[src/rtl/fwx_pkg.sv]
`timescale 1ns/1ps
package fwx_pkg;
  localparam int MB_W = 32;

  localparam logic [15:0] CMD_READY = 16'h10FE;
  localparam logic [15:0] CMD_GO    = 16'h20FE;

  localparam logic [MB_W-1:0] ST_DONE = 32'h444F4E45;
  localparam logic [MB_W-1:0] ST_BAD  = 32'h4241444E;
  localparam logic [MB_W-1:0] ST_LOW  = 32'h54784C4F;
  localparam logic [MB_W-1:0] ST_HIGH = 32'h54784849;

  localparam logic [1:0] MB_STATUS = 2'd0;
  localparam logic [1:0] MB_CFLAG  = 2'd1;
  localparam logic [1:0] MB_HFLAG  = 2'd2;

  typedef enum logic [4:0] {
    S_IDLE, S_CMD_RDY, S_CLR, S_HDR_REQ, S_HDR_WAIT, S_CMD_GO,
    S_P_CF1, S_P_LOW, S_LO_CHK, S_LO_REQ, S_LO_WAIT, S_HF1,
    S_P_CFN1, S_P_HIGH, S_HI_REQ, S_HI_WAIT, S_HF0, S_P_CFNZ, S_FIN
  } fwx_state_e;
endpackage

[src/rtl/fwx_poll_timer.sv]
`timescale 1ns/1ps
module fwx_poll_timer #(
  parameter int TMO_W = 20
) (
  input  logic             clk,
  input  logic             rst_n,
  input  logic             poll_en,
  input  logic             hit,
  input  logic [TMO_W-1:0] limit,
  output logic             expired
);
  logic [TMO_W-1:0] cnt;

  always_ff @(posedge clk) begin
    if (!rst_n)                cnt <= '0;
    else if (!poll_en || hit)  cnt <= '0;
    else if (cnt != '1)        cnt <= cnt + 1'b1;
  end

  assign expired = poll_en && !hit && (cnt >= limit);
endmodule

[src/rtl/fwx_chunk_track.sv]
`timescale 1ns/1ps
module fwx_chunk_track #(
  parameter int OFF_W       = 32,
  parameter int CHUNK_BYTES = 32'h20000,
  parameter int MAX_RETRY   = 5
) (
  input  logic             clk,
  input  logic             rst_n,
  input  logic             seq_clr,
  input  logic             adv,
  input  logic [OFF_W-1:0] adv_len,
  input  logic             rewind,
  output logic [OFF_W-1:0] off,
  output logic             retry_over
);
  localparam int RC_W = $clog2(MAX_RETRY + 2);
  localparam logic [OFF_W-1:0] BACK = OFF_W'(2 * CHUNK_BYTES);
  localparam logic [RC_W-1:0] RC_LIM = RC_W'(MAX_RETRY);

  logic [RC_W-1:0] rc;

  always_ff @(posedge clk) begin
    if (!rst_n || seq_clr) begin
      off <= '0;
      rc  <= '0;
    end else if (adv) begin
      off <= off + adv_len;
    end else if (rewind) begin
      off <= off - BACK;
      if (rc <= RC_LIM) rc <= rc + 1'b1;
    end
  end

  assign retry_over = (rc > RC_LIM);
endmodule

[src/rtl/fwx_ctrl.sv]
`timescale 1ns/1ps
module fwx_ctrl
  import fwx_pkg::*;
#(
  parameter int OFF_W       = 32,
  parameter int HDR_BYTES   = 2048,
  parameter int CHUNK_BYTES = 32'h20000
) (
  input  logic             clk,
  input  logic             rst_n,
  input  logic             start,
  output logic             busy,
  output logic             fin,
  output logic             pass,
  output logic             cmd_valid,
  input  logic             cmd_ready,
  output logic [15:0]      cmd_word,
  output logic             mw_valid,
  input  logic             mw_ready,
  output logic [1:0]       mw_sel,
  output logic [MB_W-1:0]  mw_data,
  input  logic [MB_W-1:0]  mb_status,
  input  logic [MB_W-1:0]  mb_cflag,
  output logic             cp_start,
  output logic [OFF_W-1:0] cp_len,
  input  logic             cp_done,
  output logic             poll_en,
  output logic             poll_hit,
  input  logic             tmo_exp,
  output logic             seq_clr,
  output logic             adv,
  output logic             rewind,
  input  logic             retry_over
);
  fwx_state_e state, nxt;
  logic [1:0] clr_idx;
  logic       pass_q;

  always_comb begin
    poll_en  = 1'b1;
    poll_hit = 1'b0;
    unique case (state)
      S_P_CF1:  poll_hit = (mb_cflag == 32'd1);
      S_P_LOW:  poll_hit = (mb_status == ST_LOW);
      S_P_CFN1: poll_hit = (mb_cflag != 32'd1);
      S_P_HIGH: poll_hit = (mb_status == ST_HIGH);
      S_P_CFNZ: poll_hit = (mb_cflag != 32'd0);
      default:  poll_en  = 1'b0;
    endcase
  end

  always_comb begin
    nxt    = state;
    rewind = 1'b0;
    unique case (state)
      S_IDLE:     if (start) nxt = S_CMD_RDY;
      S_CMD_RDY:  if (cmd_ready) nxt = S_CLR;
      S_CLR:      if (mw_ready && clr_idx == MB_HFLAG) nxt = S_HDR_REQ;
      S_HDR_REQ:  nxt = S_HDR_WAIT;
      S_HDR_WAIT: if (cp_done) nxt = S_CMD_GO;
      S_CMD_GO:   if (cmd_ready) nxt = S_P_CF1;
      S_P_CF1:    if (poll_hit) nxt = S_P_LOW;
      S_P_LOW:    if (poll_hit) nxt = S_LO_CHK;
      S_LO_CHK:   nxt = retry_over ? S_FIN : S_LO_REQ;
      S_LO_REQ:   nxt = S_LO_WAIT;
      S_LO_WAIT:  if (cp_done) nxt = S_HF1;
      S_HF1:      if (mw_ready) nxt = S_P_CFN1;
      S_P_CFN1:   if (poll_hit) nxt = (mb_status == ST_BAD) ? S_FIN : S_P_HIGH;
      S_P_HIGH:   if (poll_hit) nxt = S_HI_REQ;
      S_HI_REQ:   nxt = S_HI_WAIT;
      S_HI_WAIT:  if (cp_done) nxt = S_HF0;
      S_HF0:      if (mw_ready) nxt = S_P_CFNZ;
      S_P_CFNZ:   if (poll_hit) begin
                    if (mb_status == ST_LOW) begin
                      rewind = 1'b1;
                      nxt    = S_LO_CHK;
                    end else begin
                      nxt = S_FIN;
                    end
                  end
      S_FIN:      nxt = S_IDLE;
      default:    nxt = S_IDLE;
    endcase
    if (poll_en && tmo_exp) nxt = S_FIN;
  end

  assign seq_clr = (state == S_IDLE) && start;

  always_ff @(posedge clk) begin
    if (!rst_n) begin
      state   <= S_IDLE;
      clr_idx <= MB_STATUS;
      pass_q  <= 1'b0;
    end else begin
      state <= nxt;
      if (seq_clr) begin
        clr_idx <= MB_STATUS;
        pass_q  <= 1'b0;
      end else begin
        if (state == S_CLR && mw_ready) clr_idx <= clr_idx + 2'd1;
        if (nxt == S_FIN) pass_q <= (mb_status == ST_DONE) && !tmo_exp;
      end
    end
  end

  assign busy      = (state != S_IDLE);
  assign fin       = (state == S_FIN);
  assign pass      = pass_q;
  assign cmd_valid = (state == S_CMD_RDY) || (state == S_CMD_GO);
  assign cmd_word  = (state == S_CMD_GO) ? CMD_GO : CMD_READY;
  assign mw_valid  = (state == S_CLR) || (state == S_HF1) || (state == S_HF0);
  assign mw_sel    = (state == S_CLR) ? clr_idx : MB_HFLAG;
  assign mw_data   = (state == S_HF1) ? 32'd1 : 32'd0;
  assign cp_start  = (state == S_HDR_REQ) || (state == S_LO_REQ) || (state == S_HI_REQ);
  assign cp_len    = (state == S_HDR_REQ || state == S_HDR_WAIT) ? OFF_W'(HDR_BYTES)
                                                                 : OFF_W'(CHUNK_BYTES);
  assign adv       = cp_done && ((state == S_HDR_WAIT) || (state == S_LO_WAIT) ||
                                 (state == S_HI_WAIT));
endmodule

[src/rtl/fwx_xfer_seq.sv]
`timescale 1ns/1ps
module fwx_xfer_seq
  import fwx_pkg::*;
#(
  parameter int OFF_W       = 32,
  parameter int TMO_W       = 20,
  parameter int HDR_BYTES   = 2048,
  parameter int CHUNK_BYTES = 32'h20000,
  parameter int MAX_RETRY   = 5
) (
  input  logic             clk,
  input  logic             rst_n,
  input  logic             start,
  input  logic [TMO_W-1:0] tmo_cycles,
  output logic             busy,
  output logic             fin,
  output logic             pass,
  output logic             cmd_valid,
  input  logic             cmd_ready,
  output logic [15:0]      cmd_word,
  output logic             mw_valid,
  input  logic             mw_ready,
  output logic [1:0]       mw_sel,
  output logic [31:0]      mw_data,
  input  logic [31:0]      mb_status,
  input  logic [31:0]      mb_cflag,
  output logic             cp_start,
  output logic [OFF_W-1:0] cp_src,
  output logic [OFF_W-1:0] cp_len,
  input  logic             cp_done
);
  logic poll_en, poll_hit, tmo_exp;
  logic seq_clr, adv, rewind, retry_over;

  fwx_ctrl #(
    .OFF_W(OFF_W), .HDR_BYTES(HDR_BYTES), .CHUNK_BYTES(CHUNK_BYTES)
  ) u_ctrl (
    .clk(clk), .rst_n(rst_n), .start(start), .busy(busy), .fin(fin), .pass(pass),
    .cmd_valid(cmd_valid), .cmd_ready(cmd_ready), .cmd_word(cmd_word),
    .mw_valid(mw_valid), .mw_ready(mw_ready), .mw_sel(mw_sel), .mw_data(mw_data),
    .mb_status(mb_status), .mb_cflag(mb_cflag),
    .cp_start(cp_start), .cp_len(cp_len), .cp_done(cp_done),
    .poll_en(poll_en), .poll_hit(poll_hit), .tmo_exp(tmo_exp),
    .seq_clr(seq_clr), .adv(adv), .rewind(rewind), .retry_over(retry_over)
  );

  fwx_poll_timer #(.TMO_W(TMO_W)) u_timer (
    .clk(clk), .rst_n(rst_n), .poll_en(poll_en), .hit(poll_hit),
    .limit(tmo_cycles), .expired(tmo_exp)
  );

  fwx_chunk_track #(
    .OFF_W(OFF_W), .CHUNK_BYTES(CHUNK_BYTES), .MAX_RETRY(MAX_RETRY)
  ) u_track (
    .clk(clk), .rst_n(rst_n), .seq_clr(seq_clr), .adv(adv), .adv_len(cp_len),
    .rewind(rewind), .off(cp_src), .retry_over(retry_over)
  );
endmodule

[config.mk]
export PLATFORM = sky130hd
export DESIGN_NAME = fwx_xfer_seq
export DESIGN_NICKNAME = d
export VERILOG_FILES = /design/src/rtl/fwx_pkg.sv /design/src/rtl/fwx_poll_timer.sv /design/src/rtl/fwx_chunk_track.sv /design/src/rtl/fwx_ctrl.sv /design/src/rtl/fwx_xfer_seq.sv
export SDC_FILE = /design/constraint.sdc
export NUM_CORES = 1
export LEC_CHECK = 0
export BUFFER_PORTS_ARGS = -buffer_cell sky130_fd_sc_hd__buf_2
export CAP_MARGIN = 25
export CORE_UTILIZATION = 40
export CTS_CLUSTER_SIZE = 8
export DETAILED_ROUTE_END_ITERATION = 12
export GPL_TIMING_DRIVEN = 0
export PLACE_DENSITY_LB_ADDON = 0.15
export SLEW_MARGIN = 20
export SYNTH_ARGS = -nofsm -noshare
export SYNTH_HDL_FRONTEND = slang
export SYNTH_HIERARCHICAL = 1
export SYNTH_SLANG_ARGS = --single-unit
[constraint.sdc]
create_clock -name clk -period 4.8 [get_ports clk]
set_clock_uncertainty 0.2 [all_clocks]
set_input_delay 0.24 -clock clk [delete_from_list [all_inputs] [get_ports clk]]
set_output_delay 0.24 -clock clk [all_outputs]
set_load 0.02 [all_outputs]
# After elaboration in Yosys (flattened, before gate mapping)
# Index checks and enable logic that the tools add are counted.
classes:
  n_addsub: 5
  n_lt_le_gt_ge: 3
  n_eq_ne: 27
  muxes: 30
  n_bitwise: 2
  reduce_logical: 30
op_table:
  columns: ["cell", "n"]
  rows:
  - ["$eq A32 B31 Y1 const B", 4]
  - ["$mux W5", 18]
  - ["$pmux W5 S18", 1]
  - ["$mux W32", 2]
  - ["$eq A5 B4 Y1 const B", 8]
  - ["$add A32 B18 Y32", 1]
  - ["$eq A32 B1 Y1 const B", 1]
  - ["$ne A32 B1 Y1 const B", 1]
  - ["$reduce_bool A32 Y1", 1]
  - ["$sub A32 B19 Y32 const B", 1]
  - ["$add A20 B1 Y20 const B", 1]
  - ["$eq A5 B3 Y1 const B", 4]
  - ["$eq A5 B5 Y1 const B", 4]
  - ["$ge A20 B20 Y1", 1]
  - ["$ne A20 B20 Y1 const B", 1]
  - ["$mux W18", 1]
  - ["$mux W14", 1]
  - ["$eq A5 B2 Y1 const B", 2]
  - ["$logic_or A1 B1 Y1", 10]
  - ["$logic_and A1 B1 Y1", 8]
  - ["$eq A5 B1 Y1 const B", 1]
  - ["$logic_not A5 Y1", 1]
  - ["$mux W1", 5]
  - ["$pmux W1 S5", 1]
  - ["13 further kinds", 18]
totals:
  register_bits: 63
  input_bits: 90
  out_inout_bits: 120
  elab_cells: 103

# Logic depth before layout (Yosys ltp)
# Gate-level depths: netlist of the first run.
depth:
  word_depth: 8
  depth_mapped: 16

# Cells and area by module
# The synthesis of the first run kept the hierarchy.
modules_own_cells:
  columns: ["mod", "n_inst", "cells_each", "area_per_inst_um2"]
  rows:
  - ["fwx_chunk_track", 1, 447, 3345.7]
  - ["fwx_ctrl", 1, 263, 1950.6]
  - ["fwx_poll_timer", 1, 178, 1507.7]

# Worst setup path after synthesis of the first run
# OpenSTA, ideal clock, no wires.
synth_timing:
  kind: "reg2reg"
  start: "register u_ctrl.state[2]"
  end: "register u_track.off[30]"
  setup_ps: 117
  arrival_ps: 3555
  required_ps: 4483
  slack_ps: 928
  path_stages_with_launch: 15
  period_less_slack_ps: 3872
  path_cell_list: "dfxtp_1 buf_6 clkbuf_1 nor3b_1 a21oi_1 nor3_1 inv_1 ha_1 a21oi_1 o21ai_0 a211o_1 nand2_1 o211ai_1 or3_1 a32o_1"
synth_via:
  elab_chain_cells: 5
synth_rtl:
  columns: ["element", "line", "source"]
  rows:
  - ["start, declared", "fwx_ctrl.sv:35", "fwx_state_e state, nxt;"]
  - ["start signal, assigned", "fwx_ctrl.sv:95", "state <= nxt;"]
  - ["$eq A5 B2 Y1 / $eq A5 B3 Y1 (equally long branches)", "fwx_ctrl.sv:115", "assign cp_len = (state == S_HDR_REQ || state == S_HDR_WAIT) ? OFF_W'(HDR_BYTES)"]
  - ["$logic_or A1 B1 Y1 *", "fwx_ctrl.sv:115", null]
  - ["$mux W18 *", "fwx_ctrl.sv:115", null]
  - ["net cp_len[11]", "fwx_xfer_seq.sv:29", "output logic [OFF_W-1:0] cp_len,"]
  - ["$add A32 B18 Y32 *", "fwx_chunk_track.sv:27", "off <= off + adv_len;"]
  - ["$mux W32 *", "fwx_chunk_track.sv:26", "end else if (adv) begin"]
  - ["end signal, assigned", "fwx_chunk_track.sv:27", null]
  - ["end signal, assigned", "fwx_chunk_track.sv:29", "off <= off - BACK;"]
  - ["end, declared", "fwx_chunk_track.sv:13", "output logic [OFF_W-1:0] off,"]
# Mark *: on every way through the listed nets, which the timed path passes. The rest lies on a longest branch.
# A chain may end at the register's enable or synchronous reset.

# Worst setup path in the final report of the first run
layout_timing:
  start: "register u_ctrl.state[2]"
  end: "register u_track.off[30]"
layout_via:
  elab_chain_cells: 5
layout_rtl:
  columns: ["element", "line"]
  rows:
  - ["$eq A5 B2 Y1 (tied with other cells)", "fwx_ctrl.sv:115"]
  - ["$logic_or A1 B1 Y1 (tied with other cells)", "fwx_ctrl.sv:115"]
  - ["$mux W18 (tied with other cells)", "fwx_ctrl.sv:115"]
  - ["$add A32 B18 Y32 (tied with other cells)", "fwx_chunk_track.sv:27"]
  - ["$mux W32 / $reduce_bool A2 Y1 (equally long branches)", null]
# Parallel ways exist; a longest one is shown, timed or not.

==> summary.md, run 1 <==
| Metric | Value |
|---|---|
| # clock sinks | 63 |
| Unrepaired setup endpoints after global routing | false |
| Crit end category | register |
| Max-slew headroom | 0.4606 |
| Hold Path Class | input pin to register |
| Internal power | 1.108 mW |
| GRT Overall Usage | 0.2147 |
| Final Hold Fails | 0 |
| Die span in y | 132.4 um |
| Final setup margin | 0.6891 ns |
| Max Freq | 243.3 MHz |
| Sw Pwr | 449.3 uW |
| GRT Residual Overflow | 0 |
| Post-route insts no fill | 1332 |
| Yosys reg bits | 63 |
| DR vias | 7001 |
| Max Cap Violations | 0 |
| Nets@finish | 1255 |
| Largest family of logic cells by synthesized area | simple AND/OR/NAND/NOR gates |
| Comb pwr share | 0.203 |
| PortBufs | 134 |
| Maximum number of pins on one net before global-route repair | 11 |
| Period minus WS final | 4.111 ns |
| DR WL/cell | 14.24 um |
| VDD IR-drop max | 162.7 uV |
| Top post-synthesis cells by area | dfxtp_1 19%, ha_1 10%, buf_4 8.4% |
| Die Span X | 132.4 um |
| Longest Clk Path Bufs | 2 |
| Initial DRC count | 440 |
| Post-synth cell types | 90 |
| Vias per inst | 5.256 |
| Post-route ant nets | 0 |
| Final Wtd Congestion | 0.8894 |
| CP Data Arrival Time | 4.14 ns |
| Number of global-route vias before repair | 6207 |
| Final non-filler cell area | 8364 sq um |
| Leak | 4.014 nW |
| Cell Pwr Density | 186.1 nW/um^2 |
| Fin Setup TNS | 0 ns |
| Mux cell area share after synthesis | 0.01912 |
| Post-synthesis simple-gate area fraction | 0.2766 |
| Post-synth top area share | 0.1854 |
| Most numerous cell in the Yosys netlist | nor2_1 |
| Crit Path Max Fanout | 10 |
| Sequential share of power | 0.340 |
| Diode count | 0 |
| Die Area | 17540 sq um |
| I/O pin cnt | 210 |
| Final setup violation count | 0 |
| Status | completed |
| Post-Synthesis Cells | 888 |
| CP Data Required Time | 4.83 ns |
| # H-tree levels | 3 |
| Initial DRT Pass Iterations | 5 |
| CTS tree | yes |
| CTS root buf | clkbuf_16 |
| Worst-Margin Slew | 0.8061 ns |
| Post-Synth Adder-Cell Area | 0.1059 |
| Initial Util | 0.4103 |
| Placed Area | 8024 sq um |
| Clock power share | 0.457 |
| Commonest cells post-synth | 81 x nor2_1, 76 x buf_4, 67 x nand2_1, 63 x dfxtp_1, 60 x a21oi_1 |
| Total wire length | 18.96 mm |
| Largest area contributor in the netlist | dfxtp_1 |
| Share of post-route cells with drive strength above 1 | 0.2437 |
| Post-synthesis compound-gate area fraction | 0.2245 |
| Post-synthesis async set-or-reset flop share | 0 |
| Avg Inst Size Synth | 7.662 sq um |
| Clock Latency Late Sink | 0.34 ns |
| Ys flop type | dfxtp_1 |
| # DRC | 0 |
| Crit share post-route | 0.8564 |
| Post-Synth XOR/XNOR Area | 0.05664 |
| First-pass GRT wire length | 30.53 mm |
| Post-synth EDFFs | 0 |
| Core ar. | 16580 sq um |
| Pre-CTS setup slack | 0.7910 ns |
| Slew Limit Fails | 0 |
| CTS Buf Count | 9 |
| Crit path launch type | register |
| Area grow syn2layout | 22.93% |
| DP HPWL | 14.94 mm |
| Register area share after synthesis | 0.1854 |
| Initial antenna violation count | 0 |
| Synth warn | 6 |
| Switch share | 0.2886 |
| CP Class | register to register |
| Inst Count DP | 1315 |
| Netlist Area Pre-Place | 6804 sq um |
| CTS clk-pin slew, worst paths | 0.06 ns |
| Total power draw | 1.557 mW |
| Rows | 47 |
[kinds of logic after synthesis]
group | count (synthesis)
multiplexers | 13
other | 2
XOR/XNOR | 44
AND/OR/NAND/NOR | 335
flip-flops | 63
AO/OA/AOI/OAI | 223
adder cells (fa/ha/maj) | 57
buffers and inverters | 151
[per-layer routing]
layer / part of all wire / vias to the layer above / track usage / wire [um]
met1: 0.46 / 3183 / 0.2903 / 8805
met2: 0.45 / 255 / 0.3468 / 8608
met4: 0.0092 / 0 / 0.04789 / 175
li1: - / 3549 / - / -
met5: 0 / - / 0 / 0
met3: 0.072 / 14 / 0.04828 / 1372
[path summary, 6_finish.rpt]
path,from,endpoint,slack [ns],cells after the start
setup reg to reg,u_ctrl/state[2]$_SDFF_PN0_,u_track/off[30]$_SDFFE_PP0N_,0.69,13
setup / recovery,u_ctrl/state[2]$_SDFF_PN0_,u_track/off[30]$_SDFFE_PP0N_,0.69,13
hold reg to reg,u_track/off[14]$_SDFFE_PP0P_,u_track/off[14]$_SDFFE_PP0P_,0.27,2
hold / removal,rst_n,u_ctrl/state[1]$_SDFF_PN0_,0.03,2
[worst max-delay path, stage by stage, from the launching register on]
cell and delay (ns):
dfxtp_1 0.48, buf_6 0.19, clkbuf_1 0.33, nor3b_1 0.25
a21oi_1 0.07, nor3_1 0.37, inv_1 0.16, ha_1 0.43
nand2_1 0.13, nor2_1 0.26, nand3_1 0.14, a2111oi_0 0.57
o21ai_0 0.15, a32o_1 0.27
[power groups by stage]
stage                     clock network, mW  registers, mW  logic, mW
after floorplan                           0          0.541      0.227
after global placement                    0          0.541      0.307
after detailed placement                  0          0.541      0.309
after CTS                             0.729          0.530      0.310
after global routing                  0.755          0.530      0.347
final                                 0.711          0.530      0.316
[through the flow]
stage,utilization,hold slack [ns]
after floorplan,-,0.1734
after global placement,0.4839,0.2601
after detailed placement,0.4839,0.2618
after CTS,0.5036,0.03424
after global routing,0.5044,0.03583
final,0.5044,0.03492
[flip-flops by register name, summed over array words and instances (netlist names)]
signal          flops
u_track/off        32
u_timer/cnt        20
u_ctrl/state        5
u_track/rc          3
u_ctrl/clr_idx      2
u_ctrl/pass         1
[final cells by class]
class / instances / area [sq um]
Buffer: 106 / 720.7
Clock buffer: 13 / 280.3
Clock inverter: 2 / 37.54
Fill cell: 1688 / 8219
Inverter: 45 / 168.9
Multi-Input combinational cell: 747 / 4927
Sequential cell: 63 / 1261
Tap cell: 220 / 275.3
Timing Repair Buffer: 136 / 693.2
[cells in the final DEF (no fill, tap or decap), types with 38 or more instances in the layout]
cell / n
nor2_1: 81
dfxtp_1: 63
buf_4: 76
ha_1: 56
buf_2: 134
conb_1: 75
a21oi_1: 60
nand2_1: 67
inv_1: 44
o21ai_0: 38
[repair_timing]
item / 4_1_cts / 5_1_grt
hold buffers: 1 / 0
setup buffers: 0 / 0
endpoints found under the hold margin: 1 / 0
gates resized for setup: 0 / 0
Note: power is estimated with default switching activity, not from simulation.
==> run 2: changes to the inputs <==
--- a/config.mk
+++ b/config.mk
@@ -7,7 +7,7 @@
 export LEC_CHECK = 0
 export BUFFER_PORTS_ARGS = -buffer_cell sky130_fd_sc_hd__buf_2
 export CAP_MARGIN = 25
-export CORE_UTILIZATION = 40
+export CORE_UTILIZATION = 54
 export CTS_CLUSTER_SIZE = 8
 export DETAILED_ROUTE_END_ITERATION = 12
 export GPL_TIMING_DRIVEN = 0
==> constraint.sdc (replaced) <==
create_clock -name clk -period 4.25 [get_ports clk]
set_clock_uncertainty 0.2 [all_clocks]
set_input_delay 0 -clock clk [delete_from_list [all_inputs] [get_ports clk]]
set_output_delay 0 -clock clk [all_outputs]
set_load 0.02 [all_outputs]
==> summary.md, run 2 (synthesis gave the netlist of run 1 again) <==
| Metric | Value |
|---|---|
| Initial antenna violation count | 0 (unchanged) |
| Share of post-route cells with drive strength above 1 | 0.2449 (+0.001156) |
| CTS root buf | clkbuf_16 |
| Die span in y | 114.3 um (-14%) |
| Placed Area | 7959 sq um (-0.81%) |
| Critical Path Max Stage Delay | 0.46 ns (-0.11 ns) |
| Slew Limit Fails | 0 (unchanged) |
| CTS clk-pin slew, worst paths | 0.06 ns (about the same) |
| Crit Path Max Fanout | 10 (unchanged) |
| Total wire length | 18.26 mm (-3.7%) |
| Commonest non-fill, non-tap cells in the layout | 134 x buf_2, 81 x nor2_1, 76 x buf_4 |
| Largest regs | u_track/off: 32 flops, u_timer/cnt: 20 flops, u_ctrl/state: 5 flops |
| VDD IR-drop max | 181.8 uV (+12%) |
| Clock Latency Late Sink | 0.33 ns (about the same) |
| Maximum number of pins on one net before global-route repair | 13 (+2) |
| GRT Overall Usage | 0.2822 (+0.06753) |
| Final setup margin | 0.3264 ns (-0.3627 ns) |
| Final Hold Fails | 0 (unchanged) |
| Hold Path Class | input pin to register |
| Crit end category | register |
| PortBufs | 134 (unchanged) |
| Slowest cell on crit path | dfxtp_1 |
| Register area | 1261 sq um (unchanged) |
| Worst path cell trace | buf_6, clkbuf_1, nor3b_1, a21oi_1, nor3_2, inv_1, ha_1, a21oi_1, o21ai_0, a211o_1, nand2_1, o211ai_1, or3_1, a32o_1 |
| Total power draw | 1.702 mW (+9.3%) |
| DR vias | 7071 (+1.0%) |
| Max reg flops | 32 (unchanged) |
| CP Data Arrival Time | 3.95 ns (-0.19 ns) |
| Commonest non-fill, non-tap cell in the layout | buf_2 |
| Worst-Margin Slew | 0.7048 ns (-0.1013 ns) |
| CTS tree | yes |
| DP HPWL | 14.44 mm (-3.4%) |
| Longest Clk Path Bufs | 2 (unchanged) |
| Initial DRT Pass Iterations | 5 (unchanged) |
| Post-route ant nets | 0 (unchanged) |
| Initial DRC count | 390 (-11%) |
| Pre-CTS setup slack | -0.03149 ns (-0.8225 ns) |
| Final non-filler cell area | 8349 sq um (-0.18%) |
| # H-tree levels | 3 (unchanged) |
| Crit share post-route | 0.9232 (+0.06676) |
| Max Freq | 254.9 MHz (+4.8%) |
| Area of the multi-input gates | 4940 sq um (+0.25%) |
| Critical path's most frequent cell | a21oi_1 |
| Area grow syn2layout | 22.71% |
| CP Class | register to register |
| Initial Util | 0.5595 (+0.1492) |
| Status | completed |
| Diode count | 0 (unchanged) |
| First-pass GRT wire length | 29.53 mm (-3.3%) |
| Crit path launch type | register |
| CTS Buf Count | 9 (unchanged) |
| I/O pin cnt | 210 (unchanged) |
| Number of global-route vias before repair | 6517 (+5.0%) |
| Max Cap Violations | 0 (unchanged) |
| Unrepaired setup endpoints after global routing | false |
| FILL cells | 1114 (-34%) |
| Leak | 4.014 nW (about the same) |
| Nets@finish | 1261 (+0.48%) |
| Core ar. | 12160 sq um (-27%) |
| Final Wtd Congestion | 0.9735 (+9.5%) |
| Die Span X | 114.3 um (-14%) |
| Min Hold Slack | 0.07661 ns (+0.04169 ns) |
| # DRC | 0 (unchanged) |
| Register name with the most flops | u_track/off |
| Rows | 40 (-15%) |
| Post-route insts no fill | 1287 (-3.4%) |
| Inst Count DP | 1263 (-4.0%) |
| Cell Pwr Density | 203.8 nW/um^2 (+9.5%) |
| # clock sinks | 63 (unchanged) |
| Max-slew headroom | 0.5284 (+0.06781) |
| Period minus WS final | 3.924 ns (-0.1873 ns) |
| GRT Residual Overflow | 0 (unchanged) |
| Vias per inst | 5.494 (+4.5%) |
| Final setup violation count | 0 (unchanged) |
| DR WL/cell | 14.19 um (-0.34%) |
| Die Area | 13050 sq um (-26%) |
| CP Data Required Time | 4.27 ns (-0.56 ns) |
| Post-CTS Setup Inserts | 0 (unchanged) |
## run 2: cell types whose count changed in the layout (fill, tap and decap cells not counted), sizes merged
cell / delta
clkbuf: -4
clkinv: +3
dlymetal6s2s: -1
inv: +1
clkinvlp: +1
dlygate4sd3: +7
## run 2: final timing paths
check / cells past startpoint / slack, ns / end / start
max: 14 / 0.33 / u_track/off[30]$_SDFFE_PP0N_ / u_ctrl/state[2]$_SDFF_PN0_
min: 5 / 0.08 / u_ctrl/pass$_SDFFE_PP0N_ / mb_cflag[0]
min reg2reg: 2 / 0.27 / u_track/off[14]$_SDFFE_PP0P_ / u_track/off[14]$_SDFFE_PP0P_
max reg2reg: 14 / 0.33 / u_track/off[30]$_SDFFE_PP0N_ / u_ctrl/state[2]$_SDFF_PN0_
## run 2: critical path, delay by kind of cell (launching register included)
family | cells | cell delay (ns)
AOI/OAI and AO/OA | 6 | 1.17
and+or+nand+nor | 4 | 1.06
buffers and inverters | 3 | 0.67
DFF | 1 | 0.46
adders and majority gates | 1 | 0.26
## run 2: layer usage
metal / global-route usage / part of all wire / vias to the layer above
li1: - / - / 3558
met1: 0.3491 / 0.44 / 3191
met2: 0.5010 / 0.48 / 295
met3: 0.04288 / 0.070 / 27
met4: 0.08918 / 0.015 / 0
met5: 0 / 0 / -
## run 2: through the flow
step	utilization	TNS (ns)
after floorplan	-	0
after global placement	0.6544	-0.04449
after detailed placement	0.6544	-0.03149
after CTS	0.6856	0
after global routing	0.6865	0
final	0.6865	0
## run 2: area by class of cell
cell class,instances,share of cell area
buffer,106,0.08632
clock buffer,9,0.02697
clock inverter,7,0.008692
inverter,45,0.02023
multi-input combinational,747,0.5916
sequential,63,0.1511
tap,168,0.02518
timing repair buffer,142,0.08991
## run 2: repair_timing
item / in CTS / in global routing
resized for setup: 1 / 3
hold endpoints to repair: 9 / 0
pin swaps: 0 / 0
hold buffers: 8 / 0
endpoints found under the setup margin: 1 / 4
## run 2: where the power goes
part	switching (mW)	internal, mW	total [mW]
combinational	0.216	0.145	0.361
clock	0.288	0.454	0.742
sequential	0.00433	0.594	0.598
total	0.508	1.19	1.70
